==> src/rtl/ccr_pkg.sv <==
package ccr_pkg;
    localparam int NUM_GRP  = 5;
    localparam int NUM_OUT  = 5;
    localparam int NUM_RST  = 3;
    localparam int MODE_W   = 2;
    localparam int PORT_W   = 2;
    localparam int PORT_LSB = 2;
    localparam int FMT_W    = 3;

    localparam int OFF_MODE   = 'h00;
    localparam int OFF_RST    = 'h02;
    localparam int OFF_PORT   = 'h0A;
    localparam int OFF_FMT    = 'h10;
    localparam int OFF_SEL    = 'h20;
    localparam int SEL_STRIDE = 2;

    localparam logic [MODE_W-1:0] MODE_NONE = 2'b00;
    localparam logic [MODE_W-1:0] MODE_HDLC = 2'b01;
    localparam logic [MODE_W-1:0] MODE_PDC  = 2'b10;
    localparam logic [MODE_W-1:0] MODE_PHS  = 2'b11;

    typedef struct packed {
        logic [MODE_W-1:0]               mode;
        logic [PORT_W-1:0]               port;
        logic [FMT_W-1:0]                fmt;
        logic [NUM_OUT-1:0][NUM_GRP-1:0] sel;
        logic [NUM_RST-1:0]              strb;
        logic [NUM_OUT-1:0]              irq;
    } ccr_state_t;
endpackage

==> src/rtl/ccr_addr_decode.sv <==
module ccr_addr_decode
    import ccr_pkg::*;
#(
    parameter int                ADDR_W    = 24,
    parameter logic [ADDR_W-1:0] BASE_ADDR = 24'h200000
) (
    input  logic [ADDR_W-1:0]  addr,
    output logic               hit_mode,
    output logic               hit_rst,
    output logic               hit_port,
    output logic               hit_fmt,
    output logic [NUM_OUT-1:0] hit_sel,
    output logic               hit_any
);
    assign hit_mode = (addr == BASE_ADDR + ADDR_W'(OFF_MODE));
    assign hit_rst  = (addr == BASE_ADDR + ADDR_W'(OFF_RST));
    assign hit_port = (addr == BASE_ADDR + ADDR_W'(OFF_PORT));
    assign hit_fmt  = (addr == BASE_ADDR + ADDR_W'(OFF_FMT));

    for (genvar n = 0; n < NUM_OUT; n++) begin : g_sel
        assign hit_sel[n] = (addr == BASE_ADDR + ADDR_W'(OFF_SEL + SEL_STRIDE * n));
    end

    assign hit_any = hit_mode | hit_rst | hit_port | hit_fmt | (|hit_sel);
endmodule

==> src/rtl/ccr_irq_matrix.sv <==
module ccr_irq_matrix
    import ccr_pkg::*;
(
    input  logic [NUM_OUT-1:0][NUM_GRP-1:0] sel,
    input  logic [NUM_GRP-1:0]              grp,
    output logic [NUM_OUT-1:0]              route
);
    for (genvar n = 0; n < NUM_OUT; n++) begin : g_row
        assign route[n] = |(sel[n] & grp);
    end
endmodule

==> src/rtl/comm_ctrl_regs.sv <==
module comm_ctrl_regs
    import ccr_pkg::*;
#(
    parameter int                ADDR_W    = 24,
    parameter logic [ADDR_W-1:0] BASE_ADDR = 24'h200000,
    parameter int                DATA_W    = 16
) (
    input  logic               clk,
    input  logic               rst_n,
    input  logic [ADDR_W-1:0]  bus_addr,
    input  logic               bus_wr,
    input  logic [DATA_W-1:0]  bus_wdata,
    output logic [DATA_W-1:0]  bus_rdata,
    input  logic [NUM_GRP-1:0] grp_irq_i,
    output logic [NUM_OUT-1:0] irq_pin_o,
    output logic [NUM_RST-1:0] blk_rst_o,
    output logic               rts_o,
    output logic               dtr_o,
    output logic [FMT_W-1:0]   fmt_o
);
    localparam int PORT_MSB = PORT_LSB + PORT_W - 1;

    ccr_state_t st_d, st_q;

    logic               hit_mode, hit_rst, hit_port, hit_fmt, hit_any;
    logic [NUM_OUT-1:0] hit_sel;
    logic [NUM_OUT-1:0] route_w;
    logic [MODE_W-1:0]  cur_mode;
    logic               mode_active;
    logic               unused_wdata;

    assign unused_wdata = &{1'b0, bus_wdata[DATA_W-1:NUM_GRP]};

    ccr_addr_decode #(
        .ADDR_W    (ADDR_W),
        .BASE_ADDR (BASE_ADDR)
    ) u_dec (
        .addr     (bus_addr),
        .hit_mode (hit_mode),
        .hit_rst  (hit_rst),
        .hit_port (hit_port),
        .hit_fmt  (hit_fmt),
        .hit_sel  (hit_sel),
        .hit_any  (hit_any)
    );

    ccr_irq_matrix u_mtx (
        .sel   (st_q.sel),
        .grp   (grp_irq_i),
        .route (route_w)
    );

    // Next-state computation
    always_comb begin
        st_d      = st_q;
        st_d.strb = '0;
        st_d.irq  = route_w;
        if (bus_wr) begin
            if (hit_mode) st_d.mode = bus_wdata[MODE_W-1:0];
            if (hit_rst)  st_d.strb = bus_wdata[NUM_RST-1:0];
            if (hit_port) st_d.port = bus_wdata[PORT_MSB:PORT_LSB];
            if (hit_fmt)  st_d.fmt  = bus_wdata[FMT_W-1:0];
            for (int n = 0; n < NUM_OUT; n++) begin
                if (hit_sel[n]) st_d.sel[n] = bus_wdata[NUM_GRP-1:0];
            end
        end
    end

    always_ff @(posedge clk) begin
        if (!rst_n) st_q <= '0;
        else        st_q <= st_d;
    end

    // Read mux; the reset register and unmapped addresses return zero
    always_comb begin
        bus_rdata = '0;
        if (hit_mode) bus_rdata[MODE_W-1:0]      = st_q.mode;
        if (hit_port) bus_rdata[PORT_MSB:PORT_LSB] = st_q.port;
        if (hit_fmt)  bus_rdata[FMT_W-1:0]       = st_q.fmt;
        for (int n = 0; n < NUM_OUT; n++) begin
            if (hit_sel[n]) bus_rdata[NUM_GRP-1:0] = st_q.sel[n];
        end
    end

    assign cur_mode    = st_q.mode;
    assign mode_active = (cur_mode != MODE_NONE);
    assign rts_o       = mode_active ? ~st_q.port[1] : 1'b1;
    assign dtr_o       = mode_active ? ~st_q.port[0] : 1'b1;
    assign fmt_o       = (cur_mode == MODE_PHS) ? st_q.fmt : '0;
    assign irq_pin_o   = st_q.irq;
    assign blk_rst_o   = st_q.strb;
endmodule

==> config.mk <==
export PLATFORM = sky130hd
export DESIGN_NAME = comm_ctrl_regs
export DESIGN_NICKNAME = d
export VERILOG_FILES = /design/src/rtl/ccr_pkg.sv /design/src/rtl/ccr_addr_decode.sv /design/src/rtl/ccr_irq_matrix.sv /design/src/rtl/comm_ctrl_regs.sv
export SDC_FILE = /design/constraint.sdc
export NUM_CORES = 1
export LEC_CHECK = 0
export CAP_MARGIN = 10
export CELL_PAD_IN_SITES_DETAIL_PLACEMENT = 1
export CELL_PAD_IN_SITES_GLOBAL_PLACEMENT = 2
export CORE_MARGIN = 5
export CORE_UTILIZATION = 27
export CTS_CLUSTER_SIZE = 40
export DETAILED_ROUTE_END_ITERATION = 12
export PLACE_DENSITY = 0.95
export RECOVER_POWER = 100
export SKIP_CTS_REPAIR_TIMING = 1
export SLEW_MARGIN = 30
export SYNTH_ARGS = -nofsm -noshare
export SYNTH_HDL_FRONTEND = slang
export SYNTH_HIERARCHICAL = 1
export SYNTH_SLANG_ARGS = --single-unit
==> constraint.sdc <==
create_clock -name clk -period 4.7 [get_ports clk]
set_clock_uncertainty 0.1 [all_clocks]
set_input_delay 0.94 -clock clk [delete_from_list [all_inputs] [get_ports clk]]
set_output_delay 0.94 -clock clk [all_outputs]
set_load 0.01 [all_outputs]
==> impl_metrics.yaml, run 1 <==
power_and_ir_drop:
  p_int_w: 0.000491
  p_switching_w: 0.000157
  power.density_nw_per_um2: 222
  leakage_nw: 0.989
  combPwrFrac: 0.102
  p_total_w: 0.000648
  ir_drop_mv: 0.0835
  switching_share: 0.242
  power_frac_clock: 0.375
  p_seq_frac: 0.522
synthesis:
  yosysWarningCount: 6
  syn_area_um2: 2200
  syn_area_per_cell_um2: 7.65
  syn_inst: 288
cts:
  htree_levels: 2
  cts.path.max_buffers: 2
  cts_tree: "built"
  cts.sinks: 40
  cts-root-buf: "clkbuf_8"
  cts-buffers-inserted: 5
  path_clk_slew_ps: 70
  clk_latency_ps: 300
die:
  die_w_um: 100
  rows: 33
  ios: 77
  dieHeight_um: 100
  core_area_um2: 8090
  dieArea_um2: 10100
  start_util: 0.272
global_routing:
  grt_start_max_net_pins: 42
  antenna_found_initial: 0
  grtUsageTotal: 0.138
  grt_pass1_vias: 2209
  grt_overflow: 0
  grt_pass1_wl_mm: 10.9
cells_and_area:
  finish.utilization: 0.361
  drive_gt1_frac: 0.0933
  n_antenna_cell: 0
  mostFrequentLayoutCells: "nand2_1 (54), dfxtp_1 (40), clkdlybuf4s50_1 (37), nand3_1 (33), a21boi_0 (31)"
  synthToLayoutAreaGrowth_pct: 32.7
  finalNetCount: 390
  final_common_cell: "nand2_1"
critical_path:
  crit_path_start_kind: "input pin"
  cp-end-kind: "primary output"
  arrival_ps: 3550
  cp_max_fo: 5
  required_ps: 3660
  crit_type: "input pin to primary output"
sta:
  whs_ps: 386
  period_needed_ps: 4590
  max_slew.worst_pin.slew_ps: 566
  rsz0062_at_grt: "false"
  fmax_ghz: 0.218
  final.setup.tns_ps: 0
  final-setup-viol-count: 0
  period_share: 0.976
  hold_viol: 0
  slew_headroom: 0.622
  fin_ws_ps: 114
  maxSlewViolCount: 0
drt:
  drc: 0
  viasPerCell: 4.95
  drt-initial-drc-count: 113
  drtPass1Iterations: 5
  wl_per_cell_um: 15.8
  drtAntennaViolNets: 0
  num_vias: 2217
  routed_wl_mm: 7.06
hold_path:
  min_path_type: "flop to flop"
placed_design:
  place_ws_ps: 6.99
  place.gp.congestion: 0.856
  hpwl_mm: 5.12
  io_buffers: 54
run_status:
  status: "completed"
run:
  cap_viol_max_count: 0
through the flow:
step | area, um2 | cells
6_report | 2920 | 448
5_1_grt | 2920 | 448
4_1_cts | 2890 | 444
3_5_place_dp | 2800 | 436
3_3_place_gp | 2800 | 436
2_1_floorplan | 2240 | 298
layer usage:
layer  vias to the layer above  global-route usage  routed length, um
li1                       1095                   -                  -
met1                      1068               0.161               2980
met2                        45               0.249               3680
met3                         9              0.0299                304
met4                         0              0.0466                 92
met5                         -                   0                  0
flip-flops by register name, summed over array words and instances, names as in the netlist:
register and flops:
st_q 30, irq_pin_o 5, blk_rst_o 3, cur_mode 2
worst paths after layout:
path                                  start  slack [ps]      endpoint  depth (start not counted)
worst max register to register     st_q[18]        3540  irq_pin_o[2]                          3
worst min register to register     st_q[27]         390      st_q[27]                          2
worst min-delay path               st_q[27]         390      st_q[27]                          2
worst max-delay path            bus_addr[0]         110  bus_rdata[2]                         10
power groups by stage:
stage	sequential [W]	clock, W	combinational, W
3_3_place_gp	0.000347	0	0.0000639
3_5_place_dp	0.000347	0	0.0000640
4_1_cts	0.000338	0.000247	0.0000641
6_report	0.000338	0.000243	0.0000664
2_1_floorplan	0.000347	0	0.0000263
5_1_grt	0.000338	0.000256	0.0000706
worst max-delay path, stage by stage:
cell	delay (ps)
clkdlybuf4s50_1	420
or3_1	360
or4b_1	490
nor3_2	130
buf_4	150
a211oi_1	70
o21ai_1	100
o211ai_1	130
a31oi_1	200
clkdlybuf4s50_1	560
cell type report:
| type | count | area, um2 |
|---|---|---|
| Fill cell | 1045 | 5170 |
| Multi-Input combinational cell | 211 | 1210 |
| Sequential cell | 40 | 801 |
| Timing Repair Buffer | 73 | 651 |
| Tap cell | 105 | 131 |
| Clock buffer | 8 | 90.1 |
| Inverter | 11 | 41.3 |
Note: power is estimated with default switching activity, not from simulation.
==> run 2: changes to the inputs <==
GPL_TIMING_DRIVEN = 0   (was unset)
==> run 2 against run 1 <==
Effect of this change: critical path depth down 1; via count grew 3.5%; maximum frequency is 1.0% higher; global-route usage increased by 1.3 points; final cell count is 3.8% higher; critical endpoint is now bus_rdata[4]; largest power group unchanged; wire length is 10% higher.
==> impl_metrics.yaml, run 2 (synthesis results as in run 1) <==
placed_design:
  hpwl_mm: 5.64
  io_buffers: 53
  place.gp.congestion: 0.760
  placed_area_um2: 2900
  dp.cells: 456
power_and_ir_drop:
  power.density_nw_per_um2: 213
  p_seq_frac: 0.512
  leakage_nw: 1.19
  p_int_w: 0.000498
  combPwrFrac: 0.122
  p_switching_w: 0.000163
  power_frac_clock: 0.366
  switching_share: 0.246
  ir_drop_mv: 0.0954
critical_path:
  path_common_cell: "clkdlybuf4s50_1"
  cp-end-kind: "primary output"
  critPathLaunch: "bus_addr[0]"
  slowest_stage: "clkdlybuf4s50_1"
  timing.rr.end: "irq_pin_o[3]"
  max_stage_delay_ps: 480
  required_ps: 3660
  crit_path_start_kind: "input pin"
  rr_startpoint: "st_q[23]"
  crit_chain: "clkdlybuf4s50_1 -> nor4_4 -> nand3_1 -> nor3_4 -> nand2b_1 -> o21ai_1 -> a221oi_2 -> a21oi_1 -> clkdlybuf4s50_1"
  arrival_ps: 3500
  cp_max_fo: 7
  r2r_cells: 3
  crit_family: "simple AND/OR/NAND/NOR gates"
  rrSetupSlack_ps: 3500
  crit_type: "input pin to primary output"
  crit_cells: 9
  critPathBufInv: 2
die:
  dieHeight_um: 100
  core_area_um2: 8090
  dieArea_um2: 10100
  rows: 33
  die_w_um: 100
  start_util: 0.272
  ios: 77
sta:
  maxSlewViolCount: 0
  period_needed_ps: 4540
  period_share: 0.966
  fmax_ghz: 0.220
  slew_headroom: 0.630
  max_slew.worst_pin.slew_ps: 555
  final-setup-viol-count: 0
  hold_viol: 0
cells_and_area:
  synthToLayoutAreaGrowth_pct: 40.9
  largest_register_ffs: 30
  mostFrequentLayoutCells: "nand2_1 (54), dfxtp_1 (40), clkdlybuf4s50_1 (35), nand3_1 (33), a21boi_0 (31)"
  seqCellArea_um2: 801
  fin_cells: 465
  n_antenna_cell: 0
  final_common_cell: "nand2_1"
  multi_input_area_um2: 1260
  stdcell_area_um2: 3110
  drive_gt1_frac: 0.139
  fill_cells: 1029
  finalNetCount: 407
  top_register: "st_q"
global_routing:
  antenna_found_initial: 0
  grtUsageTotal: 0.151
  grt_pass1_wl_mm: 11.9
  grt_overflow: 0
  grt_pass1_vias: 2353
  grt_start_max_net_pins: 12
cts:
  cts-root-buf: "clkbuf_8"
  path_clk_slew_ps: 80
  cts.path.max_buffers: 2
  htree_levels: 2
  cts_tree: "built"
  cts-buffers-inserted: 5
  clk_latency_ps: 300
  cts.sinks: 40
drt:
  drtAntennaViolNets: 0
  drc: 0
  drt-initial-drc-count: 103
  num_vias: 2294
  routed_wl_mm: 7.79
  wl_per_cell_um: 16.8
  viasPerCell: 4.93
  drtPass1Iterations: 4
hold_path:
  min_from: "st_q[32]"
  hold_depth: 2
  min_path_type: "flop to flop"
  worstHoldEndpoint: "st_q[32]"
run:
  cap_viol_max_count: 0
run_status:
  status: "completed"
-- run 2: changes by cell type in the layout (fill, tap and decap cells not counted), moves of 2 or more --
cell             previous run  this run
buf_2                       1         8
buf_4                      15        21
clkbuf_4                    0         2
clkdlybuf4s50_1            37        35
dlymetal6s2s_1              0         4
nor3_1                      6         3
nor3_4                      0         2
nor4_2                      4         1
nor4_4                      0         3
-- run 2: cell type report --
| class | count | share of cell area |
|---|---|---|
| Multi-Input combinational cell | 211 | 0.405 |
| Sequential cell | 40 | 0.258 |
| Tap cell | 105 | 0.0423 |
| Clock buffer | 8 | 0.0290 |
| Inverter | 11 | 0.0133 |
| Buffer | 36 | 0.0757 |
| Timing Repair Buffer | 54 | 0.176 |
-- run 2: worst max-delay path by stage --
stage | end | slack [ps]
detailed placement | bus_rdata[1] | -390
global route | bus_rdata[4] | -10
CTS | bus_rdata[1] | -370
global placement | bus_rdata[2] | -330
floorplan | bus_rdata[2] | 1000
finish | bus_rdata[4] | 160
-- run 2: layer usage --
layer	global-route usage	wire [um]
met5	0	0
met4	0.0373	115
met3	0.0278	333
met2	0.276	4160
met1	0.181	3180
-- run 2: worst min-delay path, stage by stage, from the launching register on --
cell      delay, ps
dfxtp_1         320
nand2_1          50
a21boi_0         60
-- run 2: power groups by stage --
stage / logic, W / registers (W) / clock network, W
CTS: 0.0000744 / 0.000338 / 0.000246
finish: 0.0000808 / 0.000338 / 0.000242
detailed placement: 0.0000742 / 0.000347 / 0
global route: 0.0000859 / 0.000338 / 0.000260
global placement: 0.0000732 / 0.000347 / 0
floorplan: 0.0000263 / 0.000347 / 0
-- run 2: metrics by stage --
stage          power, W  worst slack, ps  setup TNS (ps)  utilization  hold WS (ps)
2_1_floorplan  0.000373             1000               0            -           353
3_3_place_gp   0.000420             -330           -1550        0.359           367
3_5_place_dp   0.000421             -387           -1870        0.359           374
4_1_cts        0.000659             -371           -1790        0.370           384
5_1_grt        0.000684            -11.6           -11.6        0.384           418
6_report       0.000661              161               0        0.384           380
==> run 3: changes to the inputs <==
SKIP_LAST_GASP = 1   (was unset)
==> run 3 against run 2 <==
Effect of this change: critical path depth grew 1; via count shrank 0.83%; non-clock buffer count is the same; cell area shrank 1.1%; worst hold slack gained 2.7 ps; clock-buffer cell count is the same.
==> impl_metrics.yaml, run 3 (synthesis results as in run 1) <==
placed_design:
  place_ws_ps: -387
  hpwl_mm: 5.64
  place.gp.congestion: 0.760
  io_buffers: 53
global_routing:
  antenna_found_initial: 0
  grtUsageTotal: 0.151
  grt_pass1_wl_mm: 11.9
  grt_pass1_vias: 2353
  grt_overflow: 0
  grt_start_max_net_pins: 12
run_status:
  status: "completed"
cts:
  cts-root-buf: "clkbuf_8"
  cts.sinks: 40
  cts_tree: "built"
  cts.path.max_buffers: 2
  clk_latency_ps: 300
  path_clk_slew_ps: 80
  htree_levels: 2
  cts-buffers-inserted: 5
die:
  ios: 77
  dieHeight_um: 100
  rows: 33
  die_w_um: 100
  core_area_um2: 8090
  dieArea_um2: 10100
  start_util: 0.272
drt:
  routed_wl_mm: 7.51
  drtPass1Iterations: 6
  drt-initial-drc-count: 106
  drtAntennaViolNets: 0
  num_vias: 2275
  wl_per_cell_um: 16.1
  drc: 0
  viasPerCell: 4.89
cells_and_area:
  n_antenna_cell: 0
  synthToLayoutAreaGrowth_pct: 39.4
  mostFrequentLayoutCells: "nand2_1 (54), dfxtp_1 (40), clkdlybuf4s50_1 (36), nand3_1 (33), a21boi_0 (31)"
  largest_register_ffs: 30
  finalNetCount: 407
  top_register: "st_q"
  drive_gt1_frac: 0.133
  final_common_cell: "nand2_1"
power_and_ir_drop:
  power.density_nw_per_um2: 215
  ir_drop_mv: 0.0958
  leakage_nw: 1.16
sta:
  fmax_ghz: 0.216
  period_share: 0.986
  period_needed_ps: 4630
  max_slew.worst_pin.slew_ps: 560
  fin_ws_ps: 65.6
  slew_headroom: 0.627
  whs_ps: 383
  final-setup-viol-count: 0
  rsz0062_at_grt: "true"
  maxSlewViolCount: 0
  final.setup.tns_ps: 0
  hold_viol: 0
critical_path:
  cp-end-kind: "primary output"
  crit_type: "input pin to primary output"
  cp_max_fo: 9
  crit_path_start_kind: "input pin"
  required_ps: 3660
  arrival_ps: 3590
run:
  cap_viol_max_count: 0
hold_path:
  min_path_type: "flop to flop"
==> run 3: path summary, 6_finish.rpt <==
check	startpoint	end	depth (start not counted)	slack [ps]
max	bus_addr[18]	bus_rdata[3]	10	70
min	st_q[32]	st_q[32]	2	380
max reg2reg	st_q[28]	irq_pin_o[4]	3	3510
min reg2reg	st_q[32]	st_q[32]	2	380
==> run 3: where the power goes <==
group / internal, W / leakage (nW) / switching, W
clock: 0.000120 / 0.0455 / 0.000123
sequential: 0.000338 / 0.322 / 0.0000000000102
combinational: 0.0000392 / 0.795 / 0.0000381
total: 0.000498 / 1.16 / 0.000161
==> run 3: routing by layer <==
metal  part of all wire  up-vias  track usage
met5                  0        -            0
met4              0.010        0       0.0373
met3              0.038        8       0.0278
met2               0.54       36        0.276
met1               0.41     1106        0.181
li1                   -     1125            -
==> run 3: worst max-delay path, stage by stage <==
cell and delay [ps]:
clkdlybuf4s50_1 400, nor4b_1 360, nand4_2 140, buf_4 220, nor4_4 390, nand2_1 90, o21ai_0 210, a22oi_1 100
a21oi_1 180, clkdlybuf4s50_1 560
==> run 3: area by class of cell <==
type                            count  area [um2]
Clock buffer                        8        90.1
Timing Repair Buffer               54         546
Multi-Input combinational cell    211        1240
Tap cell                          105         131
Inverter                           11        41.3
Sequential cell                    40         801
Buffer                             36         226
Fill cell                        1027        5020
==> run 3: through the flow <==
| step | util | instance area (um2) | cells | total power (W) |
|---|---|---|---|---|
| 6_report | 0.380 | 3070 | 465 | 0.000659 |
| 3_3_place_gp | 0.359 | 2900 | 456 | 0.000420 |
| 2_1_floorplan | - | 2240 | 298 | 0.000373 |
| 5_1_grt | 0.380 | 3070 | 465 | 0.000681 |
| 3_5_place_dp | 0.359 | 2900 | 456 | 0.000421 |
| 4_1_cts | 0.370 | 2990 | 464 | 0.000659 |
